===== config.mk =====
export PLATFORM = sky130hd
export DESIGN_NAME = exc_pend_ctl
export DESIGN_NICKNAME = d
export VERILOG_FILES = /design/src/rtl/exc_pkg.sv /design/src/rtl/exc_edge_det.sv /design/src/rtl/exc_fault_status.sv /design/src/rtl/exc_escalate.sv /design/src/rtl/exc_pend_ctl.sv
export SDC_FILE = /design/constraint.sdc
export NUM_CORES = 1
export LEC_CHECK = 0
export BUFFER_PORTS_ARGS = -buffer_cell sky130_fd_sc_hd__buf_2
export CORE_AREA = 2 2 171 173
export CTS_CLUSTER_SIZE = 30
export DETAILED_ROUTE_END_ITERATION = 8
export DIE_AREA = 0 0 173 175
export GPL_ROUTABILITY_DRIVEN = 0
export PLACE_DENSITY = 0.52
export SLEW_MARGIN = 10
export SYNTH_ARGS = -nofsm -noshare
export SYNTH_HDL_FRONTEND = slang
export SYNTH_SLANG_ARGS = --single-unit

===== constraint.sdc =====
create_clock -name clk -period 2.8 [get_ports clk]
set_clock_uncertainty 0.2 [all_clocks]
set_input_delay 0.42 -clock clk [delete_from_list [all_inputs] [get_ports clk]]
set_output_delay 0.42 -clock clk [all_outputs]
set_load 0.01 [all_outputs]

===== src/rtl/exc_pkg.sv =====
package exc_pkg;
    localparam int SYS_CNT   = 16;
    localparam int EXC_RESET = 1;
    localparam int EXC_NMI   = 2;
    localparam int EXC_HARD  = 3;
    localparam int EXC_MEM   = 4;
    localparam int EXC_BUS   = 5;
    localparam int EXC_USAGE = 6;
    localparam int CFG_FAULTS = 3;

    // exception numbers that may pend: 2..6, 11, 12, 14, 15
    localparam logic [SYS_CNT-1:0] SYS_PEND_OK  = 16'hD87C;
    // exception numbers that carry an enable bit (adds Reset)
    localparam logic [SYS_CNT-1:0] SYS_EN_OK    = 16'hD87E;
    localparam logic [SYS_CNT-1:0] SYS_EN_RST   = 16'hD80E;
    localparam logic [SYS_CNT-1:0] SYS_EN_FIXED = 16'h000E;

    localparam int CAUSE_W = 32;
    localparam int MEM_LO = 0,  MEM_HI = 7;
    localparam int BUS_LO = 8,  BUS_HI = 15;
    localparam int USE_LO = 16, USE_HI = 31;
endpackage


===== src/rtl/exc_edge_det.sv =====
module exc_edge_det #(
    parameter int W = 8
) (
    input  logic         clk,
    input  logic         rst_n,
    input  logic [W-1:0] sig_i,
    output logic [W-1:0] rise_o
);
    logic [W-1:0] prev_d, prev_q;

    always_comb begin
        prev_d = sig_i;
    end

    always_ff @(posedge clk or negedge rst_n) begin
        if (!rst_n) prev_q <= '0;
        else        prev_q <= prev_d;
    end

    assign rise_o = sig_i & ~prev_q;
endmodule


===== src/rtl/exc_fault_status.sv =====
module exc_fault_status
    import exc_pkg::*;
(
    input  logic               clk,
    input  logic               rst_n,
    input  logic [CAUSE_W-1:0] cause_i,
    input  logic [CAUSE_W-1:0] clr_i,
    output logic [CAUSE_W-1:0] cause_o,
    output logic [2:0]         class_req_o
);
    logic [CAUSE_W-1:0] rise;
    logic [CAUSE_W-1:0] cause_d, cause_q;

    exc_edge_det #(.W(CAUSE_W)) u_cause_edge (
        .clk    (clk),
        .rst_n  (rst_n),
        .sig_i  (cause_i),
        .rise_o (rise)
    );

    always_comb begin
        cause_d = (cause_q & ~clr_i) | rise;
    end

    always_ff @(posedge clk or negedge rst_n) begin
        if (!rst_n) cause_q <= '0;
        else        cause_q <= cause_d;
    end

    assign cause_o        = cause_q;
    assign class_req_o[0] = |rise[MEM_HI:MEM_LO];
    assign class_req_o[1] = |rise[BUS_HI:BUS_LO];
    assign class_req_o[2] = |rise[USE_HI:USE_LO];
endmodule


===== src/rtl/exc_escalate.sv =====
module exc_escalate
    import exc_pkg::*;
#(
    parameter int N = 48
) (
    input  logic [N-1:0] pend_i,
    input  logic [N-1:0] en_i,
    output logic [N-1:0] pend_o,
    output logic         esc_o
);
    logic [CFG_FAULTS-1:0] hit;

    for (genvar k = 0; k < CFG_FAULTS; k++) begin : g_cfg
        assign hit[k] = pend_i[EXC_MEM+k] & ~en_i[EXC_MEM+k];
    end

    always_comb begin
        pend_o = pend_i;
        for (int k = 0; k < CFG_FAULTS; k++) begin
            if (hit[k]) pend_o[EXC_MEM+k] = 1'b0;
        end
        if (|hit) pend_o[EXC_HARD] = 1'b1;
    end

    assign esc_o = |hit;
endmodule


===== src/rtl/exc_pend_ctl.sv =====
module exc_pend_ctl
    import exc_pkg::*;
#(
    parameter int NUM_EXT = 32,
    localparam int NUM_EXC = SYS_CNT + NUM_EXT
) (
    input  logic               clk,
    input  logic               rst_n,
    input  logic [SYS_CNT-1:0] sys_req_i,
    input  logic [NUM_EXT-1:0] ext_irq_i,
    input  logic [CAUSE_W-1:0] fault_cause_i,
    input  logic               event_i,
    input  logic               sev_on_pend_i,
    input  logic [NUM_EXC-1:0] pend_set_i,
    input  logic [NUM_EXC-1:0] pend_clr_i,
    input  logic [NUM_EXC-1:0] en_set_i,
    input  logic [NUM_EXC-1:0] en_clr_i,
    input  logic [CAUSE_W-1:0] cause_clr_i,
    input  logic               hf_forced_clr_i,
    output logic [NUM_EXC-1:0] pending_o,
    output logic [NUM_EXC-1:0] enable_o,
    output logic [CAUSE_W-1:0] cause_o,
    output logic               hf_forced_o,
    output logic               irq_o,
    output logic               wake_o
);
    localparam logic [NUM_EXC-1:0] PEND_OK  = {{NUM_EXT{1'b1}}, SYS_PEND_OK};
    localparam logic [NUM_EXC-1:0] EN_OK    = {{NUM_EXT{1'b1}}, SYS_EN_OK};
    localparam logic [NUM_EXC-1:0] EN_RST   = {{NUM_EXT{1'b0}}, SYS_EN_RST};
    localparam logic [NUM_EXC-1:0] EN_FIXED = {{NUM_EXT{1'b0}}, SYS_EN_FIXED};

    typedef struct packed {
        logic [NUM_EXC-1:0] pend;
        logic [NUM_EXC-1:0] en;
        logic               forced;
        logic               irq;
        logic               wake;
    } state_t;

    state_t st_d, st_q;

    logic [SYS_CNT-1:0] sys_rise;
    logic [NUM_EXT-1:0] ext_rise;
    logic               ev_rise;
    logic [2:0]         class_req;
    logic [NUM_EXC-1:0] fault_pend;
    logic [NUM_EXC-1:0] en_nx;
    logic [NUM_EXC-1:0] pend_mid;
    logic [NUM_EXC-1:0] pend_fin;
    logic               esc;

    exc_edge_det #(.W(SYS_CNT)) u_sys_edge (
        .clk(clk), .rst_n(rst_n), .sig_i(sys_req_i), .rise_o(sys_rise)
    );

    exc_edge_det #(.W(NUM_EXT)) u_ext_edge (
        .clk(clk), .rst_n(rst_n), .sig_i(ext_irq_i), .rise_o(ext_rise)
    );

    exc_edge_det #(.W(1)) u_ev_edge (
        .clk(clk), .rst_n(rst_n), .sig_i(event_i), .rise_o(ev_rise)
    );

    exc_fault_status u_fault (
        .clk         (clk),
        .rst_n       (rst_n),
        .cause_i     (fault_cause_i),
        .clr_i       (cause_clr_i),
        .cause_o     (cause_o),
        .class_req_o (class_req)
    );

    always_comb begin
        fault_pend = '0;
        for (int k = 0; k < CFG_FAULTS; k++) begin
            fault_pend[EXC_MEM+k] = class_req[k];
        end
    end

    // clear first, then every set source, so a set wins a same-cycle clash
    assign en_nx    = ((st_q.en & ~en_clr_i) | en_set_i | EN_FIXED) & EN_OK;
    assign pend_mid = ((st_q.pend & ~pend_clr_i) | pend_set_i | fault_pend
                      | {ext_rise, sys_rise}) & PEND_OK;

    exc_escalate #(.N(NUM_EXC)) u_esc (
        .pend_i (pend_mid),
        .en_i   (en_nx),
        .pend_o (pend_fin),
        .esc_o  (esc)
    );

    always_comb begin
        st_d        = st_q;
        st_d.en     = en_nx;
        st_d.pend   = pend_fin;
        st_d.forced = (st_q.forced & ~hf_forced_clr_i) | esc;
        st_d.wake   = ev_rise
                    | (sev_on_pend_i & |(ext_rise & ~st_q.pend[NUM_EXC-1:SYS_CNT]));
        st_d.irq    = ev_rise ? st_q.irq : |(pend_fin & en_nx);
    end

    always_ff @(posedge clk or negedge rst_n) begin
        if (!rst_n) begin
            st_q        <= '0;
            st_q.en     <= EN_RST;
        end else begin
            st_q <= st_d;
        end
    end

    assign pending_o   = st_q.pend;
    assign enable_o    = st_q.en;
    assign hf_forced_o = st_q.forced;
    assign irq_o       = st_q.irq;
    assign wake_o      = st_q.wake;
endmodule


## Word level (Yosys, flattened, before mapping)

Index checks and enable logic that the tools add are counted.

| storage, ports and cells | value |
|---|---|
| flip-flop bits (word level) | 196 |
| output and inout port bits | 131 |

| operators by class | value |
|---|---|
| muxes and demuxes | 4 |
| bitwise operators | 33 |
| reduce and logical (&&, ||, !) cells | 6 |

Operator list:

| cell | number |
|---|---|
| bitwise AND 48 bit | 3 |
| bitwise OR 48 bit | 3 |
| bitwise AND 32 bit | 4 |
| NOT 32 bit | 4 |
| NOT 48 bit | 2 |
| bitwise OR 48 x 7 -> 48 bit | 1 |
| OR reduction 48 bit | 1 |
| bitwise OR 32 bit | 1 |
| OR reduction 32 bit | 1 |
| bitwise AND 16 bit | 1 |
| NOT 16 bit | 1 |
| OR reduction 16 bit | 1 |
| OR reduction 8 bit | 2 |
| bitwise AND 1 bit | 6 |
| NOT 1 bit | 5 |
| 2-to-1 mux 1 bit | 4 |
| OR reduction 3 bit | 1 |
| bitwise OR 1 bit | 2 |

## Longest topological paths before layout

Gate-level depths: netlist of the first run.

| depth | value |
|---|---|
| depth after elaboration | 10 |
| depth in mapped cells | 6 |
| gate-level depth less buffers | 6 |

## Hierarchy

Synthesis of the first run repeated with hierarchy kept, for this count alone.

| unflattened totals | value |
|---|---|
| cells, all modules | 712 |
| area, all modules | 8594.5 um2 |

By module, submodules not included:

| module | instances | cells each | area each (um2) |
|---|---|---|---|
| exc_pend_ctl | 1 | 391 | 3843.7 |
| exc_edge_det (u_ext_edge ...) | 2 | 64 | 1241.2 |
| exc_fault_status | 1 | 107 | 1226.2 |
| exc_edge_det (u_sys_edge) | 1 | 32 | 620.6 |
| exc_escalate | 1 | 52 | 382.9 |
| exc_edge_det (u_ev_edge) | 1 | 2 | 38.8 |

## Worst setup path after synthesis of the first run

No wires, ideal clock.

| path | value |
|---|---|
| path type | input to register |
| start point | input port ext_irq_i[13] |
| end point | register st_q, in the netlist irq_o |
| setup time | 0.121 ns |
| data arrival time | 1.731 ns |
| path slack | 0.748 ns |
| stages on the path | 6 |
| cells stage by stage | nor2b_4 -> o32a_1 -> a2111o_1 -> nor4_1 -> nand3_1 -> o22a_1 |

| on the way | value |
|---|---|
| cells in the longest elaborated chain, start to end | 4 |

Ends and longest elaborated chain:

| element | line | text |
|---|---|---|
| from (decl) | exc_pend_ctl.sv:10 | `input logic [NUM_EXT-1:0] ext_irq_i,` |
| bitwise AND 32 bit | exc_edge_det.sv:20 | `assign rise_o = sig_i & ~prev_q;` |
| bitwise OR 48 bit | exc_pend_ctl.sv:83 | `\| {ext_rise, sys_rise}) & PEND_OK;` |
| bitwise AND 48 bit | exc_pend_ctl.sv:99 | `st_d.irq = ev_rise ? st_q.irq : \|(pend_fin & en_nx);` |
| OR reduction 48 bit | exc_pend_ctl.sv:99 |  |
| to (signal assigned) | exc_pend_ctl.sv:107 | `st_q <= st_d;` |
| to (decl) | exc_pend_ctl.sv:40 | `state_t st_d, st_q;` |

Every way passes these cells.
A chain may end at the register's enable or synchronous reset.

## Final worst setup path of the first run

| path | value |
|---|---|
| start point | input port ext_irq_i[0] |
| end point | register st_q, in the netlist irq_o |

Same word-level chain as after synthesis.

==> impl_metrics.ini, run 1 <==
[outcome]
status = finished clean

[placed_design]
portBuffers = 384
dpl.cell_count = 1402
dp_hpwl_mm = 19.3

[timing]
finalSetupViolations = 0
period_minus_slack_ps = 2720
setup_tns_ps = 0
tightest_slew_ps = 643
rsz0062_at_grt = false
fin_crit_sh_pct = 97.1
fmax_mhz = 368
hold_viol = 0
slew_headroom_pct = 57.1
drv_slew = 0

[drt]
dr.first_iter.drc_count = 244
routed_wl_mm = 24.8
vias = 6586
first_pass_iters = 4
drc = 0
ant_nets = 0
wl_per_cell_um = 15.6
avgViaCountPerCell = 4.13

[global_routing]
antenna_found_initial = 2
grt_use_total_pct = 16.7
grt_pass1_wl_mm = 39.0
grt_overflow_total = 0
grt_pass1_vias = 7108
grt_max_degree = 75

[clocking]
cts-root-buf = clkbuf_16
tritoncts = built
worstSkewPairLatency_ps = 430
clk_pin_slew_ps = 80
post_cts_buffers = 0
clock-sinks = 189
clockBufferDepth = 2
cts_made_buffers = 17
cts_htree_levels = 4

[critical_path]
crit_path_start_kind = input port
cp-end-kind = register
worstPathRequired_ps = 2920
worstSetupEndpoint = irq_o$_DFFE_PN0N_
r2r_cells = 7
r2r_start = pending_o[16]$_DFF_PN0_
path_class = in -> reg
r2r-end = irq_o$_DFFE_PN0N_
r2r_slack_ps = 380
path_max_fanout = 3
crit_start = ext_irq_i[0]
arrival_ps = 2840

[logic_synthesis]
synth_edf_count = 0
yosys_warnings = 0
async_flop_share_pct = 100
ys_types = 38
avgSynthCellArea_um2 = 12.1
synth_flop_cell = dfrtp_1
ys_seq_elements = 189
yosysSeqAreaShare_pct = 63.7
synth_area_mm2 = 0.00744
synthCells = 617

[power]
p_sw_share_pct = 27.3
cellPowerDensity_mw_per_mm2 = 540
ir_drop_uv = 291
power_frac_clock_pct = 38.6
combPwrFrac_pct = 15.7
cellLeakagePower_nw = 5.90
seqPwrFrac_pct = 45.7
internal_power_w = 0.00476
power_switching_w = 0.00179

[worst_hold_path]
hold_class = in -> reg
holdPathStages = 2

[floorplan]
fp.coreArea_mm2 = 0.0284
dieArea_mm2 = 0.0303
die_h_um = 175
die_x_um = 173
top_level_ports = 440
rows = 62
initial_core_util_pct = 26.2

[finish]
nets = 1503
final_cell_mix = buf_2, dfrtp_1, dlygate4sd3_1
final_cells = 1593
area_growth_pct = 63.4
layout-drive-gt1-share_pct = 38.9
layout_commonest_cell = buf_2

[job]
drv_cap = 0
==> how the worst min path moves through the flow <==
stage / start / end / slack, ps
2_1_floorplan: rst_n / enable_o[16]$_DFF_PN0_ / -80
3_3_place_gp: u_fault.u_cause_edge.prev_q[21]$_DFF_PN0_ / u_fault.cause_o[21]$_DFF_PN0_ / 230
3_5_place_dp: u_fault.u_cause_edge.prev_q[23]$_DFF_PN0_ / u_fault.cause_o[23]$_DFF_PN0_ / 240
4_1_cts: en_set_i[24] / enable_o[24]$_DFF_PN0_ / 5
5_1_grt: en_set_i[26] / enable_o[26]$_DFF_PN0_ / 20
6_report: en_set_i[25] / enable_o[25]$_DFF_PN0_ / 20
==> power by group through the flow <==
stage	Clock [W]	Combinational (W)	Sequential, W
detailed placement	0	0.000870	0.00304
global route	0.00277	0.00114	0.00302
CTS	0.00263	0.00105	0.00299
global placement	0	0.000862	0.00304
floorplan	0	0.000297	0.00310
finish	0.00253	0.00103	0.00299
==> state kept, by name, indices dropped and copies added (netlist names), 9 cells and up <==
register / cells
pending_o: 41
enable_o: 39
u_ext_edge.prev_q: 32
u_fault.cause_o: 32
u_fault.u_cause_edge.prev_q: 32
u_sys_edge.prev_q: 9
==> Yosys cell counts (all sizes together), types with 2 or more instances <==
master,n,area share (%)
nor2,2,0.10
o32a,24,3.2
o22ai,18,1.5
nand2b,17,1.4
a21oi,4,0.27
o2111a,3,0.45
a21o,17,1.7
a2111o,8,1.2
a211o,12,1.4
a31oi,2,0.17
a2111oi,11,1.3
nand3,5,0.34
or2,24,2.0
a22o,4,0.47
o21ai,13,0.87
dfrtp,185,62
o221a,2,0.30
conb,2,0.10
or3,24,2.0
nor4,2,0.17
buf,16,1.6
dfstp,4,1.4
inv,94,4.7
nor2b,112,9.6
nand4,2,0.17
==> per-layer routing <==
layer | vias up | wire length (µm) | GRT usage [%]
li1 | 3227 | - | -
met1 | 3082 | 10500 | 20.8
met2 | 257 | 12500 | 28.9
met3 | 20 | 1540 | 4.35
met4 | 0 | 348 | 4.17
met5 | - | 0 | 0
==> cell families after synthesis <==
group	synth area share [%]
buffers and inverters	6.36
flip-flops	63.7
AND/OR/NAND/NOR	16.4
AO/OA/AOI/OAI	13.5
other	0.101
==> critical path, cell delays in order <==
cell and delay (ps):
dlygate4sd3_1 540, buf_2 140, nor2b_4 120, o32a_1 350
a2111o_1 430, nor4_1 330, buf_4 180, nand3_1 120
o22a_1 200
==> timing repair <==
item                       in CTS  in global routing
setup endpoints to repair       0                  2
resized for setup               0                  2
hold endpoints to repair      222                  0
hold buffers                  157                  0
==> area by class of cell <==
type | instances | area [µm²]
Fill cell | 2773 | 16200
Inverter | 94 | 353
Multi-Input combinational cell | 332 | 2280
Clock inverter | 15 | 196
Tap cell | 384 | 480
Clock buffer | 17 | 425
Timing Repair Buffer | 560 | 3670
Antenna cell | 2 | 5.00
Sequential cell | 189 | 4730
==> through the flow <==
| step | instance area, µm² | hold slack (ps) | power, W | util, % | setup WS [ps] |
|---|---|---|---|---|---|
| 3_3_place_gp | 9950 | 234 | 0.00390 | 35.0 | 190 |
| 5_1_grt | 12100 | 15.3 | 0.00693 | 42.8 | 27.0 |
| 3_5_place_dp | 9950 | 239 | 0.00391 | 35.0 | 149 |
| 2_1_floorplan | 7490 | -75.6 | 0.00339 | - | 748 |
| 4_1_cts | 12100 | 5.32 | 0.00667 | 42.8 | 35.9 |
| 6_report | 12100 | 23.7 | 0.00656 | 42.8 | 81.1 |
(Power assumes the default switching activity.)
==> run 2: changes to the inputs <==
- PLACE_DENSITY: 0.52 -> 0.54
- clock period: 2.8 -> 2.5 ns (I/O delays scaled with it)
==> run 2 against run 1 <==
Net effect: non-clock buffer count increased by 13; wire length increased by 3.2%; cell count increased by 0.94%; global-route usage increased by 0.21 points; critical path depth unchanged; worst hold slack got worse by 4.4 ps; clock power increased by 9.9%; largest cell class unchanged; largest power group unchanged.
==> impl_metrics.ini, run 2 (synthesis results as in run 1) <==
[finish]
final_cells = 1608
layout_commonest_cell = buf_2
nFillCells = 2744
nets = 1516
area_growth_pct = 65.5
largest_register_ffs = 41
final_cell_mix = buf_2, dfrtp_1, dlygate4sd3_1
layout-drive-gt1-share_pct = 38.6

[floorplan]
rows = 62
fp.coreArea_mm2 = 0.0284
dieArea_mm2 = 0.0303
die_x_um = 173
die_h_um = 175
initial_core_util_pct = 26.2
top_level_ports = 440

[drt]
routed_wl_mm = 25.6
first_pass_iters = 4
ant_nets = 0
dr.first_iter.drc_count = 223
avgViaCountPerCell = 4.17
vias = 6711
drc = 0
wl_per_cell_um = 15.9

[power]
cellPowerDensity_mw_per_mm2 = 594
cellLeakagePower_nw = 5.96
total_power_w = 0.00731
ir_drop_uv = 397

[critical_path]
crit_slowest_cell = dlygate4sd3_1
path_max_fanout = 3
crit_chain = dlygate4sd3_1, buf_2, nor2b_1, o32a_1, a2111o_1, nor4_2, buf_4, nand3_1, o22a_1
path_class = in -> reg
path_buf_inv = 3
path_delay_family = compound AO/OA/AOI/OAI gates
crit_path_start_kind = input port
cp-end-kind = register
arrival_ps = 2560
worstPathRequired_ps = 2610
max_stage_delay_ps = 540

[clocking]
worstSkewPairLatency_ps = 430
clk_pin_slew_ps = 70
clock-sinks = 189
cts_made_buffers = 17
cts_htree_levels = 4
post_cts_buffers = 0
cts-root-buf = clkbuf_16
clockBufferDepth = 2
tritoncts = built

[timing]
finalSetupViolations = 0
fmax_mhz = 409
slew_headroom_pct = 54.7
final.setup.worst_slack_ps = 54.3
hold_viol = 0
rsz0062_at_grt = true
tightest_slew_ps = 662
fin_crit_sh_pct = 97.8
drv_slew = 0
period_minus_slack_ps = 2450

[worst_hold_path]
hold_class = in -> reg

[placed_design]
dp_hpwl_mm = 19.7
portBuffers = 384
dpl.cell_count = 1400
place_ws_ps = -182

[global_routing]
grt_overflow_total = 0
grt_pass1_vias = 7135
grt_use_total_pct = 16.9
grt_max_degree = 63
grt_pass1_wl_mm = 39.5
antenna_found_initial = 6

[outcome]
status = finished clean

[job]
drv_cap = 0
[run 2: layer usage]
metal  GRT usage [%]  share of wire [%]  vias up
met1            20.3                 41     3149
met4            5.01                1.7        4
met5               0               0.12        -
met2            29.8                 51      267
li1                -                  -     3261
met3            4.33                5.9       30
[run 2: final timing paths]
path	start	endpoint	slack, ps	depth (start not counted)
min	en_set_i[6]	enable_o[6]$_DFF_PN0_	20	3
max reg2reg	pending_o[11]$_DFF_PN0_	irq_o$_DFFE_PN0N_	170	7
min in group asynchronous	rst_n	u_ext_edge.prev_q[24]$_DFF_PN0_	320	2
max	ext_irq_i[16]	irq_o$_DFFE_PN0N_	50	9
min reg2reg	u_fault.u_cause_edge.prev_q[18]$_DFF_PN0_	u_fault.cause_o[18]$_DFF_PN0_	250	1
max in group asynchronous	rst_n	enable_o[12]$_DFF_PN1_	1070	3
[run 2: worst reg2reg max path: stages, from the launching register on]
cell and delay (ps):
dfrtp_1 380, nor2b_1 140, o32a_1 300, a2111o_1 440, nor4_2 320, buf_4 170
nand3_1 90, o22a_1 190
[run 2: what timing repair did]
item / CTS / global route
endpoints found under the hold margin: 228 / 0
setup endpoints to repair: 0 / 4
gates resized for setup: 0 / 7
hold buffers: 174 / 0
[run 2: layout make-up]
class / count / area, µm² / area share [%]
Antenna cell: 4 / 10.0 / 0.0814
Clock buffer: 17 / 425 / 3.46
Clock inverter: 15 / 175 / 1.42
Inverter: 94 / 353 / 2.87
Multi-Input combinational cell: 332 / 2310 / 18.8
Sequential cell: 189 / 4730 / 38.5
Tap cell: 384 / 480 / 3.91
Timing Repair Buffer: 573 / 3820 / 31.0
[run 2: report_power, final]
part,internal (W),leakage [nW],switching (W)
Combinational,0.000642,3.55,0.000535
Sequential,0.00325,2.12,0.000102
Clock,0.00144,0.297,0.00134
Total,0.00533,5.96,0.00198
[run 2: metrics by stage]
step | area [µm²] | TNS, ps | utilization [%] | hold WS, ps
detailed placement | 9930 | -235 | 35.0 | 224
global route | 12300 | -61.9 | 43.3 | 9.39
global placement | 9930 | -194 | 35.0 | 221
CTS | 12300 | 0 | 43.2 | 2.45
finish | 12300 | 0 | 43.3 | 19.3
floorplan | 7490 | 0 | - | -121
==> run 3: changes to the inputs <==
- CORE_AREA: 2 2 171 173 -> default
- CORE_MARGIN: default -> 2
- CORE_UTILIZATION: default -> 25
- DIE_AREA: 0 0 173 175 -> default
- PLACE_DENSITY: 0.54 -> 0.52
==> run 3 against run 2 <==
Net effect: core utilization fell by 1.4 points; via count grew 0.42%; clock power increased by 6%; largest power group unchanged; critical path type unchanged; critical endpoint unchanged; maximum frequency increased by 0.72%; register-to-register slack hardly changed; wire length fell by 1.2%; die area rose by 2.9%; non-clock buffer count increased by 4; worst setup slack better by 18 ps.
==> impl_metrics.ini, run 3 (synthesis results as in run 1) <==
[floorplan]
initial_core_util_pct = 25.2
die_h_um = 176
fp.coreArea_mm2 = 0.0295
top_level_ports = 440
rows = 63
dieArea_mm2 = 0.0311
die_x_um = 176

[timing]
period_minus_slack_ps = 2430
finalSetupViolations = 0
tightest_slew_ps = 680
fmax_mhz = 412
drv_slew = 0
slew_headroom_pct = 53.5
fin_crit_sh_pct = 97.1
hold_viol = 0
rsz0062_at_grt = false

[critical_path]
path_max_fanout = 2
max_stage_delay_ps = 530
worstPathRequired_ps = 2620
crit_path_start_kind = input port
arrival_ps = 2550
path_class = in -> reg
crit_chain = dlygate4sd3_1, buf_2, nor2b_1, a211o_1, a2111o_1, nor4_2, buf_4, nand3_1, o22a_1
path_delay_family = compound AO/OA/AOI/OAI gates
cp-end-kind = register
crit_slowest_cell = dlygate4sd3_1
path_buf_inv = 3

[global_routing]
grt_pass1_vias = 7114
grtUsageMet1_pct = 19.3
grt_busiest_layer = met2
grt_use_met2_pct = 29.0
grt_overflow_total = 0
grt_max_degree = 60
grt_util_met3_pct = 3.94
grt_use_total_pct = 16.0
antenna_found_initial = 0
grt_pass1_wl_mm = 38.1

[clocking]
tritoncts = built
clock-sinks = 189
cts_made_buffers = 17
post_cts_buffers = 0
cts_htree_levels = 4
clk_pin_slew_ps = 80
cts-root-buf = clkbuf_16
worstSkewPairLatency_ps = 430
clockBufferDepth = 2

[power]
ir_drop_uv = 414
cellLeakagePower_nw = 6.00
cellPowerDensity_mw_per_mm2 = 604
total_power_w = 0.00748

[placed_design]
dp_hpwl_mm = 19.8
dpl-instance-area_mm2 = 0.00997
portBuffers = 384

[finish]
final_util_pct = 42.0
final_cell_mix = buf_2, dfrtp_1, dlygate4sd3_1
layout-drive-gt1-share_pct = 38.8
fin_area_mm2 = 0.0124
layout_commonest_cell = buf_2
area_growth_pct = 66.3
diodes = 0
largest_register_ffs = 41
nets = 1520

[drt]
wl_per_cell_um = 15.7
avgViaCountPerCell = 4.18
dr.first_iter.drc_count = 223
routed_wl_mm = 25.3
ant_nets = 0
first_pass_iters = 4
drc = 0
vias = 6739

[worst_hold_path]
hold_class = in -> reg

[outcome]
status = finished clean

[job]
drv_cap = 0
[run 3: metal layers]
metal	vias up	part of all wire, %
li1	3258	-
met1	3223	41
met2	243	51
met3	15	6.5
met4	0	1.1
met5	-	0
[run 3: final timing paths]
kind,startpoint,slack (ps),cells past startpoint,to
worst min register to register,u_fault.u_cause_edge.prev_q[18]$_DFF_PN0_,250,1,u_fault.cause_o[18]$_DFF_PN0_
worst min-delay path,en_set_i[42],20,2,enable_o[42]$_DFF_PN0_
max in group asynchronous,rst_n,1100,3,enable_o[15]$_DFF_PN1_
worst max register to register,pending_o[11]$_DFF_PN0_,180,7,irq_o$_DFFE_PN0N_
worst max-delay path,ext_irq_i[6],70,9,irq_o$_DFFE_PN0N_
min in group asynchronous,rst_n,290,2,enable_o[23]$_DFF_PN0_
[run 3: cell type report]
cell class	count	area (µm²)
fillers	2878	17100
flip-flops and latches	189	4730
repair buffers	577	3830
multi-input cells	332	2310
well taps	390	488
clock buffers	17	425
inverters	94	353
clock inverters	15	225
[run 3: repair_timing]
action	in CTS	in global routing
hold buffers	170	2
endpoints found under the setup margin	1	3
resized for setup	1	3
hold endpoints to repair	222	2
[run 3: stage by stage]
step	setup slack (ps)	hold WS [ps]	setup TNS, ps	instances
2_1_floorplan	475	-121	0	631
3_3_place_gp	-215	214	-368	1410
3_5_place_dp	-194	209	-368	1410
4_1_cts	2.39	0.775	0	1612
5_1_grt	8.45	22.8	0	1614
6_report	71.9	16.0	0	1614
[run 3: worst register-to-register path, stage by stage (launching register included)]
cell	delay (ps)
dfrtp_1	390
nor2b_1	140
o32a_1	290
a2111o_1	480
nor4_4	330
buf_4	160
nand3_1	70
o22a_1	150
[run 3: power breakdown]
part           internal [W]  switching [W]  leakage (nW)
sequential          0.00325       0.000102          2.12
clock               0.00156        0.00138         0.311
combinational      0.000646       0.000533          3.57
